[src/rtl/i2c_snap_pkg.sv]
package i2c_snap_pkg;
  typedef enum logic [3:0] {
    ST_IDLE,
    ST_ADDR,
    ST_ADDR_ACK,
    ST_PTR,
    ST_PTR_ACK,
    ST_WDATA,
    ST_WDATA_ACK,
    ST_RDATA,
    ST_RACK,
    ST_WAIT
  } tgt_state_e;

  localparam int BYTE_W = 8;
endpackage

[src/rtl/i2c_line_sense.sv]
module i2c_line_sense (
  input  logic clk,
  input  logic rst,
  input  logic scl_i,
  input  logic sda_i,
  output logic scl_rise,
  output logic scl_fall,
  output logic start_det,
  output logic stop_det
);
  logic scl_q, sda_q;

  always_ff @(posedge clk) begin
    if (rst) begin
      scl_q <= 1'b1;
      sda_q <= 1'b1;
    end else begin
      scl_q <= scl_i;
      sda_q <= sda_i;
    end
  end

  assign scl_rise  = scl_i & ~scl_q;
  assign scl_fall  = ~scl_i & scl_q;
  assign start_det = scl_i & scl_q & sda_q & ~sda_i;
  assign stop_det  = scl_i & scl_q & ~sda_q & sda_i;
endmodule

[src/rtl/i2c_tgt_engine.sv]
module i2c_tgt_engine
  import i2c_snap_pkg::*;
#(
  parameter int         AW       = 6,
  parameter logic [6:0] TGT_ADDR = 7'h68
) (
  input  logic          clk,
  input  logic          rst,
  input  logic          scl_now,
  input  logic          sda_now,
  input  logic          scl_rise,
  input  logic          scl_fall,
  input  logic          start_det,
  input  logic          stop_det,
  input  logic [7:0]    rd_data,
  output logic          sda_oe,
  output logic [AW-1:0] ptr,
  output logic          active,
  output logic          wr_en,
  output logic [7:0]    wr_data
);
  tgt_state_e state;
  logic [3:0] bitcnt;
  logic [7:0] sr, tx;
  logic       rw, hack;
  logic [2:0] tx_idx;

  assign tx_idx = 3'd7 - bitcnt[2:0];

  always_ff @(posedge clk) begin
    wr_en <= 1'b0;
    if (rst) begin
      state   <= ST_IDLE;
      bitcnt  <= '0;
      sr      <= '0;
      tx      <= '0;
      sda_oe  <= 1'b0;
      ptr     <= '0;
      rw      <= 1'b0;
      hack    <= 1'b0;
      active  <= 1'b0;
      wr_data <= '0;
    end else if (start_det) begin
      state  <= ST_ADDR;
      bitcnt <= '0;
      sda_oe <= 1'b0;
    end else if (stop_det) begin
      state  <= ST_IDLE;
      sda_oe <= 1'b0;
      active <= 1'b0;
    end else begin
      if (scl_rise) begin
        case (state)
          ST_ADDR, ST_PTR, ST_WDATA: begin
            sr     <= {sr[6:0], sda_now};
            bitcnt <= bitcnt + 4'd1;
          end
          ST_RDATA: bitcnt <= bitcnt + 4'd1;
          ST_RACK: begin
            hack <= ~sda_now;
            if (!sda_now) ptr <= ptr + AW'(1);
          end
          default: ;
        endcase
      end
      if (scl_fall) begin
        case (state)
          ST_ADDR: if (bitcnt == 4'd8) begin
            bitcnt <= '0;
            if (sr[7:1] == TGT_ADDR) begin
              sda_oe <= 1'b1;
              rw     <= sr[0];
              active <= 1'b1;
              state  <= ST_ADDR_ACK;
            end else begin
              active <= 1'b0;
              state  <= ST_WAIT;
            end
          end
          ST_ADDR_ACK: if (rw) begin
            tx     <= rd_data;
            sda_oe <= ~rd_data[7];
            state  <= ST_RDATA;
          end else begin
            sda_oe <= 1'b0;
            state  <= ST_PTR;
          end
          ST_PTR: if (bitcnt == 4'd8) begin
            bitcnt <= '0;
            ptr    <= sr[AW-1:0];
            sda_oe <= 1'b1;
            state  <= ST_PTR_ACK;
          end
          ST_PTR_ACK: begin
            sda_oe <= 1'b0;
            state  <= ST_WDATA;
          end
          ST_WDATA: if (bitcnt == 4'd8) begin
            bitcnt  <= '0;
            wr_en   <= 1'b1;
            wr_data <= sr;
            sda_oe  <= 1'b1;
            state   <= ST_WDATA_ACK;
          end
          ST_WDATA_ACK: begin
            sda_oe <= 1'b0;
            ptr    <= ptr + AW'(1);
            state  <= ST_WDATA;
          end
          ST_RDATA: if (bitcnt == 4'd8) begin
            bitcnt <= '0;
            sda_oe <= 1'b0;
            state  <= ST_RACK;
          end else begin
            sda_oe <= ~tx[tx_idx];
          end
          ST_RACK: if (hack) begin
            tx     <= rd_data;
            sda_oe <= ~rd_data[7];
            state  <= ST_RDATA;
          end else begin
            sda_oe <= 1'b0;
            state  <= ST_WAIT;
          end
          default: ;
        endcase
      end
    end
  end

  // the data line only moves after SCL has been seen low
  a_r4_sda_moves_scl_low: assert property (@(posedge clk) disable iff (rst)
    !$stable(sda_oe) |-> !$past(scl_now));

  // never drive SDA while the host owns the acknowledge bit
  a_r5_release_on_host_ack: assert property (@(posedge clk) disable iff (rst)
    (state == ST_RACK) |-> !sda_oe);

  // outside a pointer load the pointer only ever steps by one
  a_r3_ptr_single_step: assert property (@(posedge clk) disable iff (rst)
    ($past(state) != ST_PTR && !$stable(ptr)) |-> (ptr == AW'($past(ptr) + AW'(1))));
endmodule

[src/rtl/snap_regfile.sv]
module snap_regfile #(
  parameter int AW       = 6,
  parameter int CLK_REGS = 8,
  parameter int CW       = $clog2(CLK_REGS)
) (
  input  logic                  clk,
  input  logic                  rst,
  input  logic [CLK_REGS*8-1:0] live_bus,
  input  logic                  live_upd,
  input  logic                  freeze,
  input  logic                  wr_en,
  input  logic [AW-1:0]         wr_addr,
  input  logic [7:0]            wr_data,
  input  logic [AW-1:0]         rd_addr,
  output logic [7:0]            rd_data,
  output logic                  clk_wr_o,
  output logic [CW-1:0]         clk_wr_addr_o,
  output logic [7:0]            clk_wr_data_o
);
  localparam int DEPTH = 1 << AW;

  logic [CLK_REGS-1:0][7:0] snap;
  logic [CLK_REGS*8-1:0]    hold_buf;
  logic                     pend;
  logic [7:0]               mem [DEPTH];
  logic [7:0]               ram_q, snap_q;
  logic                     sel_q;

  // bus-visible clock copy with freeze and pending refresh
  always_ff @(posedge clk) begin
    if (rst) begin
      snap     <= '0;
      hold_buf <= '0;
      pend     <= 1'b0;
    end else begin
      if (live_upd) hold_buf <= live_bus;
      if (freeze) begin
        if (live_upd) pend <= 1'b1;
      end else if (live_upd) begin
        snap <= live_bus;
        pend <= 1'b0;
      end else if (pend) begin
        snap <= hold_buf;
        pend <= 1'b0;
      end
    end
  end

  // general storage, written to map onto block RAM
  always_ff @(posedge clk) begin
    if (wr_en) mem[wr_addr] <= wr_data;
    ram_q <= mem[rd_addr];
  end

  always_ff @(posedge clk) begin
    if (rst) begin
      sel_q         <= 1'b0;
      snap_q        <= '0;
      clk_wr_o      <= 1'b0;
      clk_wr_addr_o <= '0;
      clk_wr_data_o <= '0;
    end else begin
      sel_q    <= (rd_addr < AW'(CLK_REGS));
      snap_q   <= snap[rd_addr[CW-1:0]];
      clk_wr_o <= wr_en && (wr_addr < AW'(CLK_REGS));
      if (wr_en) begin
        clk_wr_addr_o <= wr_addr[CW-1:0];
        clk_wr_data_o <= wr_data;
      end
    end
  end

  assign rd_data = sel_q ? snap_q : ram_q;

  // a frozen copy does not move
  a_r9_frozen_copy_stable: assert property (@(posedge clk) disable iff (rst)
    $past(freeze) |-> $stable(snap));

  // the counter load strobe lasts one cycle
  a_r7_load_pulse_single: assert property (@(posedge clk) disable iff (rst)
    clk_wr_o |=> !clk_wr_o);
endmodule

[src/rtl/i2c_snap_target.sv]
module i2c_snap_target #(
  parameter int         AW       = 6,
  parameter int         CLK_REGS = 8,
  parameter logic [6:0] TGT_ADDR = 7'h68
) (
  input  logic                         clk,
  input  logic                         rst,
  input  logic                         scl_i,
  input  logic                         sda_i,
  output logic                         sda_oe_o,
  input  logic [CLK_REGS*8-1:0]        live_time_i,
  input  logic                         live_upd_i,
  output logic                         clk_wr_o,
  output logic [$clog2(CLK_REGS)-1:0]  clk_wr_addr_o,
  output logic [7:0]                   clk_wr_data_o
);
  localparam int CW = $clog2(CLK_REGS);

  logic          scl_rise, scl_fall, start_det, stop_det;
  logic [7:0]    rd_data, wr_data;
  logic [AW-1:0] ptr;
  logic          active, wr_en, freeze;

  i2c_line_sense i_sense (
    .clk       (clk),
    .rst       (rst),
    .scl_i     (scl_i),
    .sda_i     (sda_i),
    .scl_rise  (scl_rise),
    .scl_fall  (scl_fall),
    .start_det (start_det),
    .stop_det  (stop_det)
  );

  i2c_tgt_engine #(.AW(AW), .TGT_ADDR(TGT_ADDR)) i_engine (
    .clk       (clk),
    .rst       (rst),
    .scl_now   (scl_i),
    .sda_now   (sda_i),
    .scl_rise  (scl_rise),
    .scl_fall  (scl_fall),
    .start_det (start_det),
    .stop_det  (stop_det),
    .rd_data   (rd_data),
    .sda_oe    (sda_oe_o),
    .ptr       (ptr),
    .active    (active),
    .wr_en     (wr_en),
    .wr_data   (wr_data)
  );

  assign freeze = active && (ptr < AW'(CLK_REGS));

  snap_regfile #(.AW(AW), .CLK_REGS(CLK_REGS), .CW(CW)) i_regs (
    .clk           (clk),
    .rst           (rst),
    .live_bus      (live_time_i),
    .live_upd      (live_upd_i),
    .freeze        (freeze),
    .wr_en         (wr_en),
    .wr_addr       (ptr),
    .wr_data       (wr_data),
    .rd_addr       (ptr),
    .rd_data       (rd_data),
    .clk_wr_o      (clk_wr_o),
    .clk_wr_addr_o (clk_wr_addr_o),
    .clk_wr_data_o (clk_wr_data_o)
  );
endmodule

[config.mk]
export PLATFORM = sky130hd
export DESIGN_NAME = i2c_snap_target
export DESIGN_NICKNAME = d
export VERILOG_FILES = /design/src/rtl/i2c_snap_pkg.sv /design/src/rtl/i2c_line_sense.sv /design/src/rtl/i2c_tgt_engine.sv /design/src/rtl/snap_regfile.sv /design/src/rtl/i2c_snap_target.sv
export SDC_FILE = /design/constraint.sdc
export NUM_CORES = 1
export LEC_CHECK = 0
export CAP_MARGIN = 30
export CORE_AREA = 2 2 268 270
export DETAILED_ROUTE_END_ITERATION = 8
export DIE_AREA = 0 0 270 272
export REMOVE_ABC_BUFFERS = 1
export SLEW_MARGIN = 20
export SYNTH_ARGS = -nofsm -noshare
export SYNTH_HDL_FRONTEND = slang
export SYNTH_SLANG_ARGS = --single-unit
[constraint.sdc]
create_clock -name clk -period 7 [get_ports clk]
set_input_delay 1.05 -clock clk [delete_from_list [all_inputs] [get_ports clk]]
set_output_delay 1.05 -clock clk [all_outputs]
set_load 0.01 [all_outputs]
==> impl_metrics.yaml, run 1 <==
power:
  power.leakage_nw: 9.41
  p_sw_mw: 1.84
  peakVddDrop_mv: 0.155
  seq_power_share_pct: 51.4
  switching_share_pct: 20.7
  power.density_nw_per_um2: 274
  clockPowerShare_pct: 45.4
  comb_power_share_pct: 3.3
  p_int_mw: 7.04
global_routing:
  grt_overflow_total: 0
  grt_pass1_vias: 17300
  grt.total_usage_pct: 20.7
  grt_start_max_net_pins: 119
  antenna_found_initial: 0
  grt_pass1_wl_mm: 114
sta:
  setup_tns_ns: 0
  hold_viol: 0
  finalSetupViolCount: 0
  tightest_slew_ns: 0.950
  slew_violations: 0
  relSlewSlack_pct: 36.6
  rsz0062_at_grt: "no"
  fin_crit_sh_pct: 55.3
  setup_ws_ns: 3.13
  skew_ns: 0.0250
  min_period_ns: 3.87
  fmax_mhz: 258
synthesis:
  postSynthAreaPerCell_um2: 14.3
  ys.flop_type: "edfxtp_1"
  synth_warnings: 0
  ys_seq_elements: 715
  ys_seq_area_share_pct: 69.2
  synth_edf_count: 512
  synth_area_um2: 28100
  synthDistinctLibCells: 65
  netlist_instances: 1967
  async_reset_ff_share_pct: 0
clock_tree:
  htreeDepth: 3
  ctsHoldBuffers: 0
  cts_root_buf: "clkbuf_16"
  cts-buffers-inserted: 74
  tritoncts: "yes"
  cts_resized: 0
  post_cts_buffers: 0
  clk_latency_ns: 0.62
  cts_sinks: 715
  path_clk_slew_ns: 0.06
  cts_buffer_depth: 3
critical_path:
  critical_path_class: "flip-flop to flip-flop"
  reg2reg_to: "i_regs.mem[30][6]$_DFFE_PP_"
  critPathBufInv: 1
  max_stage_delay_ns: 0.85
  rr_worst_depth: 4
  crit_family: "simple AND/OR/NAND/NOR gates"
  arrival_ns: 4.11
  crit_path_start_kind: "flip-flop"
  cp_slowest_cell: "nor2_1"
  worstSetupEndpointType: "flip-flop"
  cp.required_ns: 7.24
  cp_cell_sequence: "buf_4 > nor2b_2 > nand3_1 > nor2_1"
  rrSetupSlack_ns: 3.13
  regToRegStartpoint: "i_engine.ptr[1]$_SDFFE_PP0P_"
  cp_max_fo: 47
placed_design:
  dpl_worst_slack_ns: 3.27
  dp_hpwl_mm: 46.5
  numPortBuffers: 81
  gp_congestion: 0.832
floorplan:
  fp.dieW_um: 270
  initial_core_util_pct: 39.7
  core_area_um2: 70800
  ios: 82
  dieArea_um2: 73400
  fp.dieH_um: 272
  num_rows: 98
final_layout:
  antenna-diode-count: 0
  final_common_cell: "edfxtp_1"
  drive_above_1_share_pct: 13.3
  fill_cells: 6210
  area_growth_pct: 15.2
  fin_nets: 2086
  mostFrequentLayoutCells: "edfxtp_1 (512), nor2_1 (255), dfxtp_1 (192)"
detailed_routing:
  drt_wl_total_mm: 76.5
  drc_errors: 0
  first_pass_iters: 5
  detail_route.iter0.violations: 1996
  vias_per_cell: 5.79
  num_vias: 17500
  routedWlPerCell_um: 25.3
  ant_nets: 0
worst_hold_path:
  hp-start: "i_engine.sr[7]$_SDFFE_PP0P_"
  hp-class: "flip-flop to flip-flop"
  hold_depth: 2
  whs_endpoint: "i_engine.sr[7]$_SDFFE_PP0P_"
outcome:
  status: "complete, no violations"
run:
  max_cap_viol_count: 0
==> worst register-to-register path, delay by kind of cell (launching register included) <==
family,cells,cell delay [ns]
and+or+nand+nor,3,2.29
buffers and inverters,1,0.61
DFF,1,0.58
==> how the worst max path moves through the flow <==
stage | start | slack [ns] | cells past startpoint | endpoint
after global placement | i_engine.ptr[1]$_SDFFE_PP0P_ | 3.38 | 4 | i_regs.mem[22][5]$_DFFE_PP_
final | i_engine.ptr[1]$_SDFFE_PP0P_ | 3.13 | 4 | i_regs.mem[30][6]$_DFFE_PP_
after detailed placement | i_engine.ptr[0]$_SDFFE_PP0P_ | 3.27 | 4 | i_regs.mem[63][5]$_DFFE_PP_
after CTS | i_engine.ptr[1]$_SDFFE_PP0P_ | 3.24 | 4 | i_regs.mem[62][0]$_DFFE_PP_
after floorplan | i_engine.ptr[2]$_SDFFE_PP0P_ | 0.73 | 5 | i_regs.ram_q[0]$_DFF_P_
after global routing | i_engine.ptr[1]$_SDFFE_PP0P_ | 3.02 | 4 | i_regs.mem[6][3]$_DFFE_PP_
==> synthesized netlist by cell type, types with 9 or more instances <==
library cell / instances / share of area [%]
nand4_1: 10 / 0.22
nand2_1: 71 / 0.95
a221oi_1: 66 / 2.1
a21oi_1: 51 / 0.91
a31oi_1: 10 / 0.22
nor2b_1: 16 / 0.36
a22oi_1: 45 / 1.2
nand2b_1: 10 / 0.22
mux4_2: 44 / 3.5
mux2_2: 55 / 2.2
buf_1: 19 / 0.25
nand3b_1: 9 / 0.24
nor3_1: 13 / 0.23
o22ai_1: 17 / 0.38
a211oi_1: 82 / 2.2
buf_2: 29 / 0.52
dfxtp_1: 203 / 14
edfxtp_1: 512 / 55
mux2i_1: 155 / 5.5
nor2_1: 258 / 3.4
clkbuf_1: 95 / 1.3
nand3_1: 33 / 0.59
o21ai_0: 39 / 0.69
==> area by class of cell <==
cell class	count	area (µm²)	area share, %
timing repair buffer	116	1120	3.45
tap	950	1190	3.67
clock buffer	97	2060	6.37
multi-input combinational	1099	8060	24.9
clock inverter	37	425	1.32
sequential	715	19500	60.2
inverter	8	30.0	0.0928
==> flip-flops by register name, summed over array words and instances, names as in the netlist, 3 cells and up <==
signal / cells
i_engine.bitcnt: 4
i_engine.ptr: 6
i_engine.sr: 8
i_engine.state: 4
i_engine.tx: 8
i_engine.wr_data: 8
i_regs.clk_wr_addr_o: 3
i_regs.clk_wr_data_o: 8
i_regs.hold_buf: 64
i_regs.mem: 512
i_regs.ram_q: 8
i_regs.snap: 64
i_regs.snap_q: 8
==> metrics by stage <==
| stage | cell area, µm² | power, mW | hold slack (ns) | util (%) | cells |
|---|---|---|---|---|---|
| finish | 32300 | 8.88 | 0.481 | 45.7 | 3022 |
| global route | 32300 | 9.12 | 0.516 | 45.7 | 3022 |
| CTS | 32300 | 8.93 | 0.489 | 45.7 | 3021 |
| detailed placement | 29800 | 4.94 | 0.479 | 42.2 | 2887 |
| global placement | 29800 | 4.93 | 0.461 | 42.1 | 2885 |
| floorplan | 27500 | 4.80 | 0.439 | - | 1822 |
==> routing by layer <==
metal	share of wire (%)	wire length, µm	track usage, %
met2	47	36300	33.3
met3	8.6	6580	4.27
met5	0	0	0
met1	41	31200	28.0
met4	3.2	2420	6.94
==> power groups by stage <==
stage | sequential, mW | clock, mW | combinational [mW]
final | 4.56 | 4.03 | 0.292
after global placement | 4.65 | 0 | 0.282
after CTS | 4.56 | 4.08 | 0.291
after floorplan | 4.65 | 0 | 0.152
after global routing | 4.56 | 4.24 | 0.318
after detailed placement | 4.65 | 0 | 0.289
==> logic make-up after synthesis <==
family                   after synthesis  synth area share (%)
flip-flops                           715                  69.2
multiplexers                         254                  11.3
adder cells (fa/ha/maj)                3                 0.134
AND/OR/NAND/NOR                      470                  7.58
buffers and inverters                153                  2.23
AO/OA/AOI/OAI                        365                  9.37
XOR/XNOR                               7                 0.218
Note: power is estimated with default switching activity, not from simulation.
==> run 2, diff against run 1 <==
==> constraint.sdc (replaced) <==
create_clock -name clk -period 3.36 [get_ports clk]
set_input_delay 0.504 -clock clk [delete_from_list [all_inputs] [get_ports clk]]
set_output_delay 0.504 -clock clk [all_outputs]
set_load 0.01 [all_outputs]
==> impl_metrics.yaml, run 2 (synthesized netlist as in run 1, its figures left out) <==
outcome:
  status: "complete, no violations"
floorplan:
  initial_core_util_pct: 39.7
  num_rows: 98
  fp.dieH_um: 272
  dieArea_um2: 73400
  ios: 82
  core_area_um2: 70800
  fp.dieW_um: 270
critical_path:
  arrival_ns: 3.28
  critical_path_class: "flip-flop to flip-flop"
  rr_worst_depth: 7
  cp.required_ns: 3.87
  rrSetupSlack_ns: 0.59
  reg2reg_to: "i_regs.ram_q[3]$_DFF_P_"
  crit_path_start_kind: "flip-flop"
  cp_max_fo: 36
  worstSetupEndpointType: "flip-flop"
  regToRegStartpoint: "i_engine.ptr[2]$_SDFFE_PP0P_"
final_layout:
  drive_above_1_share_pct: 17.3
  antenna-diode-count: 0
  fill_cells: 6121
  mostFrequentLayoutCells: "edfxtp_1 (512), nor2_1 (256), dfxtp_1 (192)"
  area_growth_pct: 18.0
  top_regs: "i_regs.mem x512, i_regs.hold_buf x64, i_regs.snap x64"
  final_common_cell: "edfxtp_1"
  largest-register: "i_regs.mem"
  fin_nets: 2197
  largest_reg_flops: 512
  postLayoutCoreUtil_pct: 46.8
sta:
  tightest_slew_ns: 0.901
  finalSetupViolCount: 0
  fmax_mhz: 361
  hold_viol: 0
  skew_ns: 0.0271
  fin_crit_sh_pct: 82.4
  relSlewSlack_pct: 39.9
  min_period_ns: 2.77
  setup_ws_ns: 0.592
  slew_violations: 0
  rsz0062_at_grt: "no"
placed_design:
  gp_congestion: 0.869
  dp_hpwl_mm: 49.7
  dpl_worst_slack_ns: 0.584
  numPortBuffers: 81
global_routing:
  grt_pass1_wl_mm: 116
  antenna_found_initial: 0
  grt.total_usage_pct: 21.1
  grt_pass1_vias: 17600
  grt_start_max_net_pins: 129
  grt_overflow_total: 0
clock_tree:
  clk_latency_ns: 0.64
  htreeDepth: 3
  cts-buffers-inserted: 75
  cts_sinks: 715
  cts_root_buf: "clkbuf_16"
  cts_resized: 0
  ctsHoldBuffers: 0
  post_cts_buffers: 0
  tritoncts: "yes"
  path_clk_slew_ns: 0.06
  cts_buffer_depth: 3
power:
  p_sw_mw: 3.85
  comb_power_share_pct: 3.3
  power.density_nw_per_um2: 552
  clockPowerShare_pct: 44.7
  switching_share_pct: 21.1
  peakVddDrop_mv: 0.383
  power.leakage_nw: 9.95
  seq_power_share_pct: 52.0
  p_int_mw: 14.4
detailed_routing:
  drc_errors: 0
  num_vias: 17900
  route.met3.wl_mm: 6.47
  vias_per_cell: 5.71
  detail_route.iter0.violations: 2234
  ant_nets: 0
  dr.max_layer_used: "met4"
  wl_met1_mm: 32.6
  drt_wl_total_mm: 77.9
  first_pass_iters: 8
  wl_met2_mm: 36.2
  routedWlPerCell_um: 24.9
worst_hold_path:
  hp-class: "input pin to flip-flop"
  hold_depth: 2
  whs_endpoint: "i_regs.hold_buf[3]$_SDFFE_PP0P_"
  hp-start: "rst"
run:
  max_cap_viol_count: 0
==> run 2: changes by cell type in the layout (fill, tap and decap cells not counted), sizes merged <==
cell      previous run  this run
inv                 15        14
clkinv              22        28
bufinv               8         6
clkinvlp             0         2
buf                 37       147
clkbuf              97        92
==> run 2: area by class of cell <==
cell class	instances	area, µm²	area share (%)
timing repair buffer	226	1970	5.96
inverter	8	30.0	0.0906
tap	950	1190	3.59
sequential	715	19500	58.8
clock buffer	92	1990	6.02
multi-input combinational	1099	8050	24.3
clock inverter	42	425	1.28
==> run 2: routing by layer <==
metal	vias up	GRT usage, %
met4	0	7.30
li1	7916	-
met2	780	33.6
met3	164	4.54
met1	9009	28.8
met5	-	0
==> run 2: worst max-delay path, stage by stage (launching register included) <==
cell and delay (ns):
dfxtp_4 0.73, buf_12 0.30, buf_4 0.22, mux2i_1 0.25, o21ai_0 0.22, a221oi_1 0.47
a2bb2oi_1 0.28, nand4_1 0.13
==> run 2: worst max path at each step <==
stage / from / to
floorplan: i_engine.ptr[2]$_SDFFE_PP0P_ / i_regs.ram_q[0]$_DFF_P_
global placement: scl_i / i_engine.wr_data[7]$_SDFFE_PP0P_
detailed placement: scl_i / i_engine.wr_data[5]$_SDFFE_PP0P_
CTS: i_engine.ptr[1]$_SDFFE_PP0P_ / i_regs.mem[35][6]$_DFFE_PP_
global route: i_engine.ptr[1]$_SDFFE_PP0P_ / i_regs.mem[35][6]$_DFFE_PP_
finish: i_engine.ptr[2]$_SDFFE_PP0P_ / i_regs.ram_q[3]$_DFF_P_
==> run 2: stage by stage <==
step	hold slack (ns)	TNS [ns]	total power, mW	instances	area, µm²
finish	0.359	0	18.3	3132	33100
global route	0.373	0	18.8	3132	33100
CTS	0.361	0	18.4	3132	33100
detailed placement	0.477	0	10.3	2998	30700
global placement	0.460	0	10.3	2998	30700
floorplan	0.439	-1253.08	10.0	1822	27500
==> run 2: power groups by stage <==
stage / Sequential (mW) / Combinational [mW] / Clock [mW]
5_1_grt: 9.52 / 0.652 / 8.66
3_3_place_gp: 9.69 / 0.585 / 0
6_report: 9.51 / 0.597 / 8.17
3_5_place_dp: 9.70 / 0.595 / 0
2_1_floorplan: 9.69 / 0.317 / 0
4_1_cts: 9.51 / 0.599 / 8.29
